$ cat src/rtl/synth_ctrl_pkg.sv
package synth_ctrl_pkg;
  localparam int NDIV_W   = 17;
  localparam int REF_W    = 3;
  localparam int PORT_W   = 3;
  localparam int WORD_LEN = PORT_W + 3 + REF_W + 1 + NDIV_W;
  localparam int CNT_W    = $clog2(WORD_LEN + 2);

  typedef struct packed {
    logic [PORT_W-1:0] port;
    logic              t0;
    logic              os;
    logic              c0;
    logic [REF_W-1:0]  ref_sel;
    logic              pe;
    logic [NDIV_W-1:0] ndiv;
  } ctrl_word_t;

  typedef enum logic [1:0] {
    CP_NORMAL = 2'd0,
    CP_SINK   = 2'd1,
    CP_SOURCE = 2'd2,
    CP_OFF    = 2'd3
  } cp_mode_t;
endpackage

$ cat src/rtl/bus_sync.sv
module bus_sync #(
  parameter int STAGES = 2
) (
  input  logic clk,
  input  logic rst_n,
  input  logic din,
  output logic lvl,
  output logic rise,
  output logic fall
);
  logic [STAGES-1:0] chain;
  logic              last;

  generate
    for (genvar i = 0; i < STAGES; i++) begin : g_stage
      always_ff @(posedge clk or negedge rst_n) begin
        if (!rst_n) chain[i] <= 1'b0;
        else if (i == 0) chain[i] <= din;
        else chain[i] <= chain[(i == 0) ? 0 : i-1];
      end
    end
  endgenerate

  always_ff @(posedge clk or negedge rst_n) begin
    if (!rst_n) last <= 1'b0;
    else last <= chain[STAGES-1];
  end

  assign lvl  = chain[STAGES-1];
  assign rise = chain[STAGES-1] & ~last;
  assign fall = ~chain[STAGES-1] & last;
endmodule

$ cat src/rtl/frame_shifter.sv
module frame_shifter
  import synth_ctrl_pkg::*;
(
  input  logic       clk,
  input  logic       rst_n,
  input  logic       en_lvl,
  input  logic       en_rise,
  input  logic       en_fall,
  input  logic       bclk_rise,
  input  logic       data_lvl,
  output logic       commit,
  output ctrl_word_t word
);
  localparam logic [CNT_W-1:0] CNT_MAX = {CNT_W{1'b1}};
  localparam logic [CNT_W-1:0] CNT_OK  = CNT_W'(WORD_LEN);

  logic [WORD_LEN-1:0] shreg;
  logic [CNT_W-1:0]    bit_cnt;

  always_ff @(posedge clk or negedge rst_n) begin
    if (!rst_n) begin
      shreg   <= '0;
      bit_cnt <= '0;
    end else if (en_rise) begin
      bit_cnt <= '0;
    end else if (en_lvl && bclk_rise) begin
      shreg <= {shreg[WORD_LEN-2:0], data_lvl};
      if (bit_cnt != CNT_MAX) bit_cnt <= bit_cnt + 1'b1;
    end
  end

  assign commit = en_fall && (bit_cnt == CNT_OK);
  assign word   = ctrl_word_t'(shreg);

  assert_no_shift_idle_R3: assert property (@(posedge clk) disable iff (!rst_n)
    !en_lvl |=> $stable(shreg));
endmodule

$ cat src/rtl/shadow_regs.sv
module shadow_regs
  import synth_ctrl_pkg::*;
(
  input  logic              clk,
  input  logic              rst_n,
  input  logic              commit,
  input  ctrl_word_t        word,
  input  logic              div_tc,
  output logic [NDIV_W-1:0] div_ratio,
  output logic              presc_en,
  output logic [REF_W-1:0]  ref_sel,
  output logic              cp_hi,
  output logic              drive_off,
  output logic              test_en,
  output logic [PORT_W-1:0] port_bits
);
  ctrl_word_t pend;
  logic       pend_v;

  always_ff @(posedge clk or negedge rst_n) begin
    if (!rst_n) begin
      cp_hi     <= 1'b0;
      drive_off <= 1'b0;
      test_en   <= 1'b0;
      port_bits <= '0;
    end else if (commit) begin
      cp_hi     <= word.c0;
      drive_off <= word.os;
      test_en   <= word.t0;
      port_bits <= word.port;
    end
  end

  always_ff @(posedge clk or negedge rst_n) begin
    if (!rst_n) begin
      pend      <= '0;
      pend_v    <= 1'b0;
      div_ratio <= '0;
      presc_en  <= 1'b0;
      ref_sel   <= '0;
    end else begin
      if (commit && div_tc) begin
        div_ratio <= word.ndiv;
        presc_en  <= word.pe;
        ref_sel   <= word.ref_sel;
        pend_v    <= 1'b0;
      end else if (commit) begin
        pend   <= word;
        pend_v <= 1'b1;
      end else if (div_tc && pend_v) begin
        div_ratio <= pend.ndiv;
        presc_en  <= pend.pe;
        ref_sel   <= pend.ref_sel;
        pend_v    <= 1'b0;
      end
    end
  end

  assert_div_hold_R5: assert property (@(posedge clk) disable iff (!rst_n)
    !div_tc |=> ($stable(div_ratio) && $stable(ref_sel) && $stable(presc_en)));
  assert_tc_drains_R6: assert property (@(posedge clk) disable iff (!rst_n)
    div_tc |=> !pend_v);
  assert_immediate_R2: assert property (@(posedge clk) disable iff (!rst_n)
    commit |=> (drive_off == $past(word.os) && cp_hi == $past(word.c0)));
endmodule

$ cat src/rtl/synth_ctrl_if.sv
module synth_ctrl_if
  import synth_ctrl_pkg::*;
#(
  parameter int SYNC_STAGES = 2
) (
  input  logic              clk,
  input  logic              rst_n,
  input  logic              bus_clk,
  input  logic              bus_data,
  input  logic              bus_en,
  input  logic              div_tc,
  output logic [NDIV_W-1:0] div_ratio,
  output logic              presc_en,
  output logic [REF_W-1:0]  ref_sel,
  output logic              cp_hi,
  output logic              drive_off,
  output logic              test_en,
  output logic [PORT_W-1:0] port_out,
  output logic [1:0]        cp_mode,
  output logic              mon_route
);
  localparam int NLINES = 3;

  logic [NLINES-1:0] raw_in, s_lvl, s_rise, s_fall;
  logic              commit;
  ctrl_word_t        word;
  logic [PORT_W-1:0] port_bits;
  logic              f_sink, f_src, f_off;
  cp_mode_t          mode;

  assign raw_in = {bus_en, bus_data, bus_clk};

  generate
    for (genvar k = 0; k < NLINES; k++) begin : g_sync
      bus_sync #(.STAGES(SYNC_STAGES)) u_sync (
        .clk(clk), .rst_n(rst_n), .din(raw_in[k]),
        .lvl(s_lvl[k]), .rise(s_rise[k]), .fall(s_fall[k]));
    end
  endgenerate

  frame_shifter u_shift (
    .clk(clk), .rst_n(rst_n),
    .en_lvl(s_lvl[2]), .en_rise(s_rise[2]), .en_fall(s_fall[2]),
    .bclk_rise(s_rise[0]), .data_lvl(s_lvl[1]),
    .commit(commit), .word(word));

  shadow_regs u_shadow (
    .clk(clk), .rst_n(rst_n), .commit(commit), .word(word), .div_tc(div_tc),
    .div_ratio(div_ratio), .presc_en(presc_en), .ref_sel(ref_sel),
    .cp_hi(cp_hi), .drive_off(drive_off), .test_en(test_en),
    .port_bits(port_bits));

  always_comb begin
    f_sink    = test_en && (port_bits[1:0] == 2'b00);
    f_src     = test_en && (port_bits[1:0] == 2'b01);
    f_off     = test_en && (port_bits[1:0] == 2'b10);
    mon_route = test_en && (port_bits[1:0] == 2'b11);
    if (f_sink)      mode = CP_SINK;
    else if (f_src)  mode = CP_SOURCE;
    else if (f_off)  mode = CP_OFF;
    else             mode = CP_NORMAL;
    cp_mode  = mode;
    port_out = test_en ? {port_bits[PORT_W-1], {(PORT_W-1){1'b0}}} : port_bits;
  end

  assert_mode_excl_R9: assert property (@(posedge clk) disable iff (!rst_n)
    $onehot0({f_sink, f_src, f_off, mon_route}));
  assert_low_ports_R8: assert property (@(posedge clk) disable iff (!rst_n)
    test_en |-> (port_out[1:0] == 2'b00));
endmodule

$ cat config.mk
export PLATFORM = sky130hd
export DESIGN_NAME = synth_ctrl_if
export DESIGN_NICKNAME = d
export VERILOG_FILES = /design/src/rtl/synth_ctrl_pkg.sv /design/src/rtl/bus_sync.sv /design/src/rtl/frame_shifter.sv /design/src/rtl/shadow_regs.sv /design/src/rtl/synth_ctrl_if.sv
export SDC_FILE = /design/constraint.sdc
export NUM_CORES = 1
export LEC_CHECK = 0
export ABC_AREA = 1
export BUFFER_PORTS_ARGS = -buffer_cell sky130_fd_sc_hd__clkbuf_2
export CAP_MARGIN = 20
export CORE_MARGIN = 2
export CORE_UTILIZATION = 35
export CTS_CLUSTER_SIZE = 10
export DETAILED_ROUTE_END_ITERATION = 10
export MAX_ROUTING_LAYER = met4
export PLACE_DENSITY = 0.58
export SLEW_MARGIN = 10
export SYNTH_ARGS = -nofsm -noshare
export SYNTH_HDL_FRONTEND = slang
export SYNTH_SLANG_ARGS = --single-unit
$ cat constraint.sdc
create_clock -name clk -period 2 [get_ports clk]
set_clock_uncertainty 0.2 [all_clocks]
set_input_delay 0.1 -clock clk [delete_from_list [all_inputs] [get_ports clk]]
set_output_delay 0.1 -clock clk [all_outputs]
set_load 0.05 [all_outputs]
==> impl_metrics.yaml, run 1 <==
timing:
  drv_slew: 0
  hold_violations: 0
  rsz0062_at_grt: "false"
  setup_viol: 0
  layout_min_cycle_time_ns: 1.78
  max_freq_mhz: 561
  fin_tns_setup_ns: 0
  setup_ws_ns: 0.217
  timing.final.crit_share_pct: 89.2
  slew_headroom_pct: 69.3
  tightest_slew_ns: 0.461
detailed_routing:
  drc_errors: 0
  routed_wl_um: 7630
  vias_per_cell: 4.71
  drtIter0Drc: 176
  vias: 2836
  postRouteAntennaNets: 0
  first_pass_iters: 5
  wl_per_cell_um: 12.7
yosys:
  synth_area_mm2: 0.00378
  synth_edf_count: 0
  synth_compound_area_share_pct: 10.2
  synthSimpleGateAreaFrac_pct: 20.8
  synth_nets: 434
  postSynthCellCount: 426
  synth_top_family_by_area: "simple AND/OR/NAND/NOR gates"
  synth_fa_ha_area_share_pct: 0.663
  async_reset_ff_share_pct: 100
  synth.yosys.seq_area_share_pct: 59.0
  synth_seq_cells: 89
  synth_area_per_cell_um2: 8.86
  synth_ff_type: "dfrtp_1"
  yosysWarningCount: 0
  synth_xor_area_share_pct: 0.464
  synthMuxAreaShare_pct: 0
  yosysUniqueCellTypes: 22
critical_path:
  slowest_delay_ns: 0.42
  r2r_cells: 8
  critPathKind: "reg -> reg"
  path_delay_family: "simple AND/OR/NAND/NOR gates"
  crit_required_ns: 2.04
  path_buf_inv: 0
  end_kind: "flip-flop"
  crit_end: "u_shift.bit_cnt[2]"
  path_depth: 8
  ff2ff_setup_slack_ns: 0.22
  r2r-end: "u_shift.bit_cnt[2]"
  path_cells: "ha_1 -> nand2_1 -> nor2_1 -> ha_1 -> nor3_4 -> nor2_1 -> nand2_1 -> o21ai_1"
  startpoint: "u_shift.bit_cnt[0]"
  r2r-start: "u_shift.bit_cnt[0]"
  cp-start-kind: "flip-flop"
  critPathArrivalTime_ns: 1.83
  path_max_fanout: 5
  cp_slowest_cell: "dfrtp_1"
power_and_ir_drop:
  p_int_w: 0.00252
  powerDensity_mw_per_mm2: 800
  power.share.sequential_pct: 55.9
  power_frac_comb_pct: 10.6
  switching_share_pct: 27.9
  p_sw_w: 0.000978
  irDropWorstVdd_v: 0.000392
  p_leak_nw: 2.07
  p_clk_share_pct: 33.5
grt:
  grt_antenna_before_repair: 0
  grt_start_max_net_pins: 58
  overflow: 0
  track_usage_pct: 15.4
  grt_pass1_vias: 2939
  grt_pass1_wl_um: 13700
floorplan:
  coreArea_mm2: 0.0104
  num_rows: 37
  start_util_pct: 36.3
  die_h_um: 108
  dieArea_mm2: 0.0116
  io_pins: 36
  die_x_um: 108
layout:
  diodes: 0
  drive_gt1_share_pct: 14.6
  syn_to_final_growth_pct: 15.9
  final_common_cell: "nand2_1"
  fillCellCount: 1056
  mostFrequentLayoutCells: "nand2_1, dfrtp_1, inv_1"
  finalNetCount: 469
clocking:
  numClockSinks: 89
  clk_latency_ns: 0.36
  htreeDepth: 3
  cts_inserted_buffers: 9
  cts_buffer_depth: 2
  clkSlewWorstSetupHoldPaths_ns: 0.09
  root_buffer: "clkbuf_8"
  cts_tree: "done"
run:
  maxCapViolCount: 0
place:
  place_congestion: 0.789
  preCtsSetupSlack_ns: 0.105
  hpwl_um: 4710
  io_buffers: 35
hold_path:
  hold_class: "in -> async"
outcome:
  status: "finished clean"
[how the worst min path moves through the flow]
stage,end,startpoint
after detailed placement,u_shadow.ref_sel[2],rst_n
after floorplan,g_sync[0].u_sync.chain[0],rst_n
after CTS,u_shadow.div_ratio[9],rst_n
final,u_shadow.pend[9],rst_n
after global placement,u_shadow.ref_sel[2],rst_n
after global routing,u_shadow.pend[9],rst_n
[routing by layer]
| layer | global-route usage (%) | wire, um | vias to the layer above |
|---|---|---|---|
| met5 | - | 0 | - |
| met4 | 3.85 | 57 | 0 |
| met3 | 4.18 | 351 | 4 |
| met2 | 25.5 | 3640 | 57 |
| met1 | 18.7 | 3580 | 1343 |
| li1 | - | - | 1432 |
[power groups by stage]
stage	Combinational, W	Sequential, W	Clock (W)
after floorplan	0.000121	0.00212	0
after global placement	0.000362	0.00199	0
final	0.000371	0.00196	0.00117
after detailed placement	0.000368	0.00200	0
after CTS	0.000377	0.00196	0.00122
after global routing	0.000415	0.00197	0.00129
[state kept, by name, summed over array words and instances, names as in the netlist]
signal / cells
u_shadow.port_bits: 3
g_sync.u_sync.chain: 3
u_shadow.div_ratio: 17
u_shadow.pend_v: 1
g_sync.u_sync.last: 2
u_shift.word: 27
u_shadow.pend: 21
g_sync.u_sync.lvl: 3
u_shadow.presc_en: 1
u_shift.bit_cnt: 5
u_shadow.test_en: 1
u_shadow.drive_off: 1
u_shadow.ref_sel: 3
u_shadow.cp_hi: 1
[through the flow]
stage	hold slack, ns	total power (W)	utilization (%)	instance area [um2]	std cells
global placement	-0.122	0.00235	39.7	4130	581
detailed placement	-0.112	0.00236	39.7	4130	581
CTS	0.0270	0.00355	42.0	4370	602
floorplan	-0.396	0.00224	-	3780	426
global route	0.0513	0.00368	42.0	4380	602
finish	0.0250	0.00350	42.0	4380	602
[cell families after synthesis]
family                   after synthesis
buffers and inverters                 80
flip-flops                            89
AND/OR/NAND/NOR                      176
adder cells (fa/ha/maj)                2
AO/OA/AOI/OAI                         77
XOR/XNOR                               2
[cell usage after synthesis (6+ instances only)]
library cell,count,area share [%]
nand2_1,111,11
dfrtp_1,89,59
inv_1,54,5.4
o21ai_0,53,7.0
nand3_1,27,3.6
nand4_1,21,3.5
o21ai_1,21,2.8
clkbuf_1,12,1.2
nor2_1,10,0.99
buf_2,6,0.80
[what timing repair did]
item,CTS,global route
hold buffers,5,0
setup endpoints to repair,0,4
buffers inserted,0,0
hold endpoints to repair,93,0
resized for setup,0,1
[cell type report]
cell class | count | area [um2] | area share [%]
clock buffer | 11 | 151 | 3.46
clock inverter | 5 | 38.8 | 0.886
inverter | 54 | 203 | 4.63
multi-input combinational | 257 | 1220 | 27.9
sequential | 89 | 2230 | 50.9
tap | 136 | 170 | 3.89
timing repair buffer | 50 | 365 | 8.35
(Power assumes the default switching activity.)
==> run 2, diff against run 1 <==
- CTS_CLUSTER_DIAMETER: default -> 200
- GPL_ROUTABILITY_DRIVEN: default -> 0
- PLACE_DENSITY: 0.58 -> 0.6
- clock period: 2 -> 1.58 ns (I/O delays scaled with it)
==> run 2 against run 1 <==
  * The flow now finishes with violations (negative setup slack)
  * Utilization grew 3.7 points
  * First-iteration DRC count shrank 4.0%
  * Design area grew 8.9%
  * Non-clock buffer count grew 24
  * Wire length grew 12%
  * Worst hold slack gained 0.075 ns
  * Worst setup slack lost 0.37 ns
  * Maximum frequency grew 2.8%
  * Critical path type unchanged
  * Largest cell class unchanged
==> impl_metrics.yaml, run 2 (same netlist as run 1, synthesis figures left out) <==
clocking:
  root_buffer: "clkbuf_8"
  clkSlewWorstSetupHoldPaths_ns: 0.08
  cts_tree: "done"
  htreeDepth: 3
  cts_inserted_buffers: 9
  clk_latency_ns: 0.35
  numClockSinks: 89
  cts_buffer_depth: 2
critical_path:
  crit_required_ns: 1.66
  end_kind: "flip-flop"
  r2r_cells: 9
  r2r-start: "u_shift.bit_cnt[0]"
  ff2ff_setup_slack_ns: -0.16
  critPathArrivalTime_ns: 1.81
  path_max_fanout: 9
  cp-start-kind: "flip-flop"
  critPathKind: "reg -> reg"
  r2r-end: "u_shadow.pend[18]"
layout:
  multi_input_area_mm2: 0.00128
  largest_reg_flops: 27
  syn_to_final_growth_pct: 26.2
  drive_gt1_share_pct: 20.9
  fin_area_mm2: 0.00476
  mostFrequentLayoutCells: "nand2_1, dfrtp_1, inv_1"
  diodes: 0
  fillCellCount: 1016
  final_common_cell: "nand2_1"
  finalNonFillerCells: 624
  seq_area_mm2: 0.00223
  finalNetCount: 493
timing:
  rsz0062_at_grt: "true"
  timing.final.crit_share_pct: 110
  slew_headroom_pct: 67.8
  setup_viol: 48
  setup_ws_ns: -0.155
  fin_tns_setup_ns: -5.62
  drv_slew: 0
  hold_violations: 0
  max_freq_mhz: 576
  tightest_slew_ns: 0.483
  layout_min_cycle_time_ns: 1.74
grt:
  grt_antenna_before_repair: 0
  track_usage_pct: 14.9
  grt_start_max_net_pins: 90
  grt_pass1_wl_um: 13200
  overflow: 0
  grt_pass1_vias: 2732
run:
  maxCapViolCount: 0
floorplan:
  start_util_pct: 36.3
  dieArea_mm2: 0.0116
  die_x_um: 108
  coreArea_mm2: 0.0104
  die_h_um: 108
  num_rows: 37
  io_pins: 36
detailed_routing:
  met2_length_um: 4130
  wl_per_cell_um: 13.7
  vias_per_cell: 4.81
  drc_errors: 0
  wl_met3_um: 280
  first_pass_iters: 4
  vias: 3001
  drtIter0Drc: 169
  routed_wl_um: 8550
  wl_met1_um: 3980
  postRouteAntennaNets: 0
  highest_layer: "met4"
place:
  io_buffers: 35
  placed_area_mm2: 0.00422
  preCtsSetupSlack_ns: -0.106
  place_inst: 589
  hpwl_um: 4730
power_and_ir_drop:
  irDropWorstVdd_v: 0.000346
  p_leak_nw: 2.24
  powerDensity_mw_per_mm2: 902
outcome:
  status: "finished with violations"
  violations: "negative setup slack"
hold_path:
  hold_class: "in -> async"
[run 2: changes by cell type in the layout (fill, tap and decap cells not counted), sizes merged]
cell,before,now
clkbuf,45,49
dlygate4sd3,5,4
inv,55,54
buf,11,31
[run 2: metal layers]
| metal | GRT usage [%] | vias to the layer above |
|---|---|---|
| met2 | 22.7 | 59 |
| met5 | - | - |
| met4 | 5.49 | 0 |
| li1 | - | 1483 |
| met1 | 20.0 | 1443 |
| met3 | 2.60 | 16 |
[run 2: worst max-delay path, cell delays in order, from the launching register on]
cell and delay (ns):
dfrtp_1 0.41, ha_4 0.16, nand2_1 0.08, nor2_4 0.19
nand2_2 0.10, nor2_4 0.11, buf_12 0.16, buf_6 0.13
nand2_1 0.07, o21ai_2 0.06
[run 2: worst max path at each step]
stage	start	end	slack, ns	cells after the start
3_3_place_gp	u_shift.bit_cnt[0]	u_shift.bit_cnt[2]	-0.05	8
4_1_cts	u_shift.bit_cnt[0]	u_shift.bit_cnt[2]	-0.10	8
5_1_grt	u_shift.bit_cnt[0]	u_shadow.div_ratio[13]	-0.24	8
2_1_floorplan	u_shadow.test_en	mon_route	-0.16	2
3_5_place_dp	u_shift.bit_cnt[0]	u_shift.bit_cnt[2]	-0.11	8
6_report	u_shift.bit_cnt[0]	u_shadow.pend[18]	-0.16	9
[run 2: through the flow]
step | hold slack (ns) | total power (W) | utilization (%)
finish | 0.100 | 0.00430 | 45.7
global route | 0.132 | 0.00449 | 45.7
CTS | 0.0268 | 0.00434 | 43.4
detailed placement | -0.0359 | 0.00301 | 40.5
global placement | -0.0420 | 0.00299 | 40.5
floorplan | -0.417 | 0.00284 | -
[run 2: power breakdown]
part / switching [W] / leakage [nW] / total [W] / internal [W]
sequential: 0.0000783 / 1.15 / 0.00248 / 0.00241
clock: 0.000777 / 0.0778 / 0.00132 / 0.000547
combinational: 0.000355 / 1.02 / 0.000492 / 0.000137
[run 2: final cells by class]
type                       instances  share of cell area, %
sequential                        89                   46.8
multi-input combinational        257                   26.8
inverter                          54                   4.25
timing repair buffer              74                   15.5
clock buffer                      10                   2.68
tap                              136                   3.57
clock inverter                     4                  0.473
[run 2: repair_timing]
item                                    CTS  global route
cloned                                    1             9
resized for setup                        13            15
endpoints found under the setup margin   46            54
setup buffers                             4             3
pin swaps                                 3            13
endpoints found under the hold margin    92             0
hold buffers                              4             0
==> run 3, diff against run 2 <==
- CELL_PAD_IN_SITES_DETAIL_PLACEMENT: default -> 1
- CELL_PAD_IN_SITES_GLOBAL_PLACEMENT: default -> 2
- CORE_UTILIZATION: 35 -> 32
- PLACE_DENSITY: 0.6 -> 0.8
==> run 3 against run 2 <==
  * The run still ends with negative setup slack left
  * Worst hold slack improved by 0.049 ns
  * Design area rose by 9.9%
  * Maximum frequency rose by 0.17%
  * Worst setup slack improved by 0.0029 ns
  * Via count rose by 4.7%
  * Die area rose by 9.0%
  * Global-route usage rose by 2.4 points
  * Sequential share of layout area fell by 4.2 points
  * Highest routed layer unchanged
==> impl_metrics.yaml, run 3 (same netlist as run 1, synthesis figures left out) <==
detailed_routing:
  drtIter0Drc: 173
  vias: 3142
  postRouteAntennaNets: 0
  wl_per_cell_um: 16.7
  vias_per_cell: 4.94
  drc_errors: 0
  first_pass_iters: 4
  routed_wl_um: 10700
floorplan:
  die_x_um: 113
  io_pins: 36
  dieArea_mm2: 0.0127
  die_h_um: 113
  coreArea_mm2: 0.0115
  start_util_pct: 32.9
  num_rows: 39
clocking:
  cts_buffer_depth: 2
  numClockSinks: 89
  root_buffer: "clkbuf_16"
  cts_tree: "done"
  clkSlewWorstSetupHoldPaths_ns: 0.07
  clk_latency_ns: 0.34
  cts_inserted_buffers: 9
  htreeDepth: 3
timing:
  timing.final.crit_share_pct: 110
  holdWs_ns: 0.149
  drv_slew: 0
  max_freq_mhz: 577
  layout_min_cycle_time_ns: 1.73
  hold_violations: 0
  setup_ws_ns: -0.152
  rsz0062_at_grt: "true"
  setup_viol: 48
  slew_headroom_pct: 77.9
  tightest_slew_ns: 0.331
critical_path:
  crit_required_ns: 1.60
  path_max_fanout: 5
  critPathKind: "reg -> reg"
  end_kind: "flip-flop"
  cp-start-kind: "flip-flop"
  critPathArrivalTime_ns: 1.75
layout:
  drive_gt1_share_pct: 29.2
  syn_to_final_growth_pct: 38.7
  finalNetCount: 496
  mostFrequentLayoutCells: "dfrtp_1, nand2_1, inv_1"
  fin_util_pct: 45.7
  diodes: 0
  final_common_cell: "dfrtp_1"
  largest_reg_flops: 27
  fillCellCount: 1285
place:
  hpwl_um: 5930
  io_buffers: 35
grt:
  grt_pass1_vias: 3314
  grt_start_max_net_pins: 55
  grt_pass1_wl_um: 16900
  overflow: 0
  track_usage_pct: 17.3
  grt_antenna_before_repair: 0
hold_path:
  hold_class: "reg -> reg"
outcome:
  violations: "negative setup slack"
  status: "finished with violations"
power_and_ir_drop:
  p_leak_nw: 2.53
  powerDensity_mw_per_mm2: 1060
  irDropWorstVdd_v: 0.000698
run:
  maxCapViolCount: 0
## run 3: changes by cell type in the layout (fill, tap and decap cells not counted), moves of 5 or more
| cell | previous run | this run |
|---|---|---|
| nand2_1 | 110 | 86 |
| nand2_2 | 2 | 18 |
| o21ai_2 | 3 | 16 |
| clkbuf_16 | 6 | 15 |
| clkbuf_8 | 9 | 1 |
| nand2_4 | 0 | 8 |
| o21ai_1 | 24 | 16 |
| o21ai_0 | 47 | 42 |
## run 3: metrics by stage
step           std cells  worst slack, ns  total power, W  TNS, ns  area, um2
2_1_floorplan        426           -0.156         0.00284   -0.348       3790
3_3_place_gp         597          -0.0618         0.00302   -0.546       4270
3_5_place_dp         597           -0.115         0.00304    -3.83       4270
4_1_cts              630          -0.0847         0.00559    -1.79       4900
5_1_grt              636           -0.214         0.00574    -8.76       5240
6_report             636           -0.152         0.00554    -5.07       5240
## run 3: layer usage
layer	routed length, um	vias up	GRT usage (%)	share of wire [%]
li1	-	1494	-	-
met1	5010	1591	22.1	47
met2	5160	41	27.8	48
met3	284	16	3.67	2.7
met4	194	0	5.12	1.8
met5	0	-	-	0
## run 3: path summary, 6_finish.rpt
check	startpoint	slack, ns	cells after the start	to
setup / recovery	u_shift.bit_cnt[1]	-0.15	9	u_shadow.div_ratio[16]
hold / removal	g_sync[0].u_sync.chain[0]	0.15	0	g_sync[0].u_sync.lvl
setup reg to reg	u_shift.bit_cnt[1]	-0.15	9	u_shadow.div_ratio[16]
hold reg to reg	g_sync[0].u_sync.chain[0]	0.15	0	g_sync[0].u_sync.lvl
max in group asynchronous	rst_n	0.16	4	u_shift.word[16]
min in group asynchronous	rst_n	0.51	3	u_shadow.pend[17]
## run 3: final cells by class
cell class                      count  area (um2)  area share (%)
Multi-Input combinational cell    257        1430            27.3
Inverter                           54         203            3.87
Clock inverter                      6         115            2.20
Timing Repair Buffer               77         843            16.1
Clock buffer                       10         239            4.56
Sequential cell                    89        2230            42.5
Tap cell                          143         179            3.42
## run 3: repair_timing
action	CTS	global route
buffers inserted	8	1
hold endpoints to repair	93	0
endpoints found under the setup margin	48	89
cloned	4	6
hold buffers	6	0
gates resized for setup	17	66
pin swaps	6	13
## run 3: worst max-delay path, stage by stage, from the launching register on
cell and delay (ns):
dfrtp_1 0.35, ha_2 0.21, nand2_2 0.07, nor2_4 0.13, buf_6 0.13, buf_8 0.14
clkbuf_16 0.15, nand4_1 0.07, nand2_1 0.08, nand2_1 0.08
## run 3: report_power, final
group	internal, W	total (W)	switching [W]
Clock	0.00159	0.00250	0.000905
Combinational	0.000158	0.000540	0.000381
Sequential	0.00241	0.00250	0.0000882
Total	0.00416	0.00554	0.00137
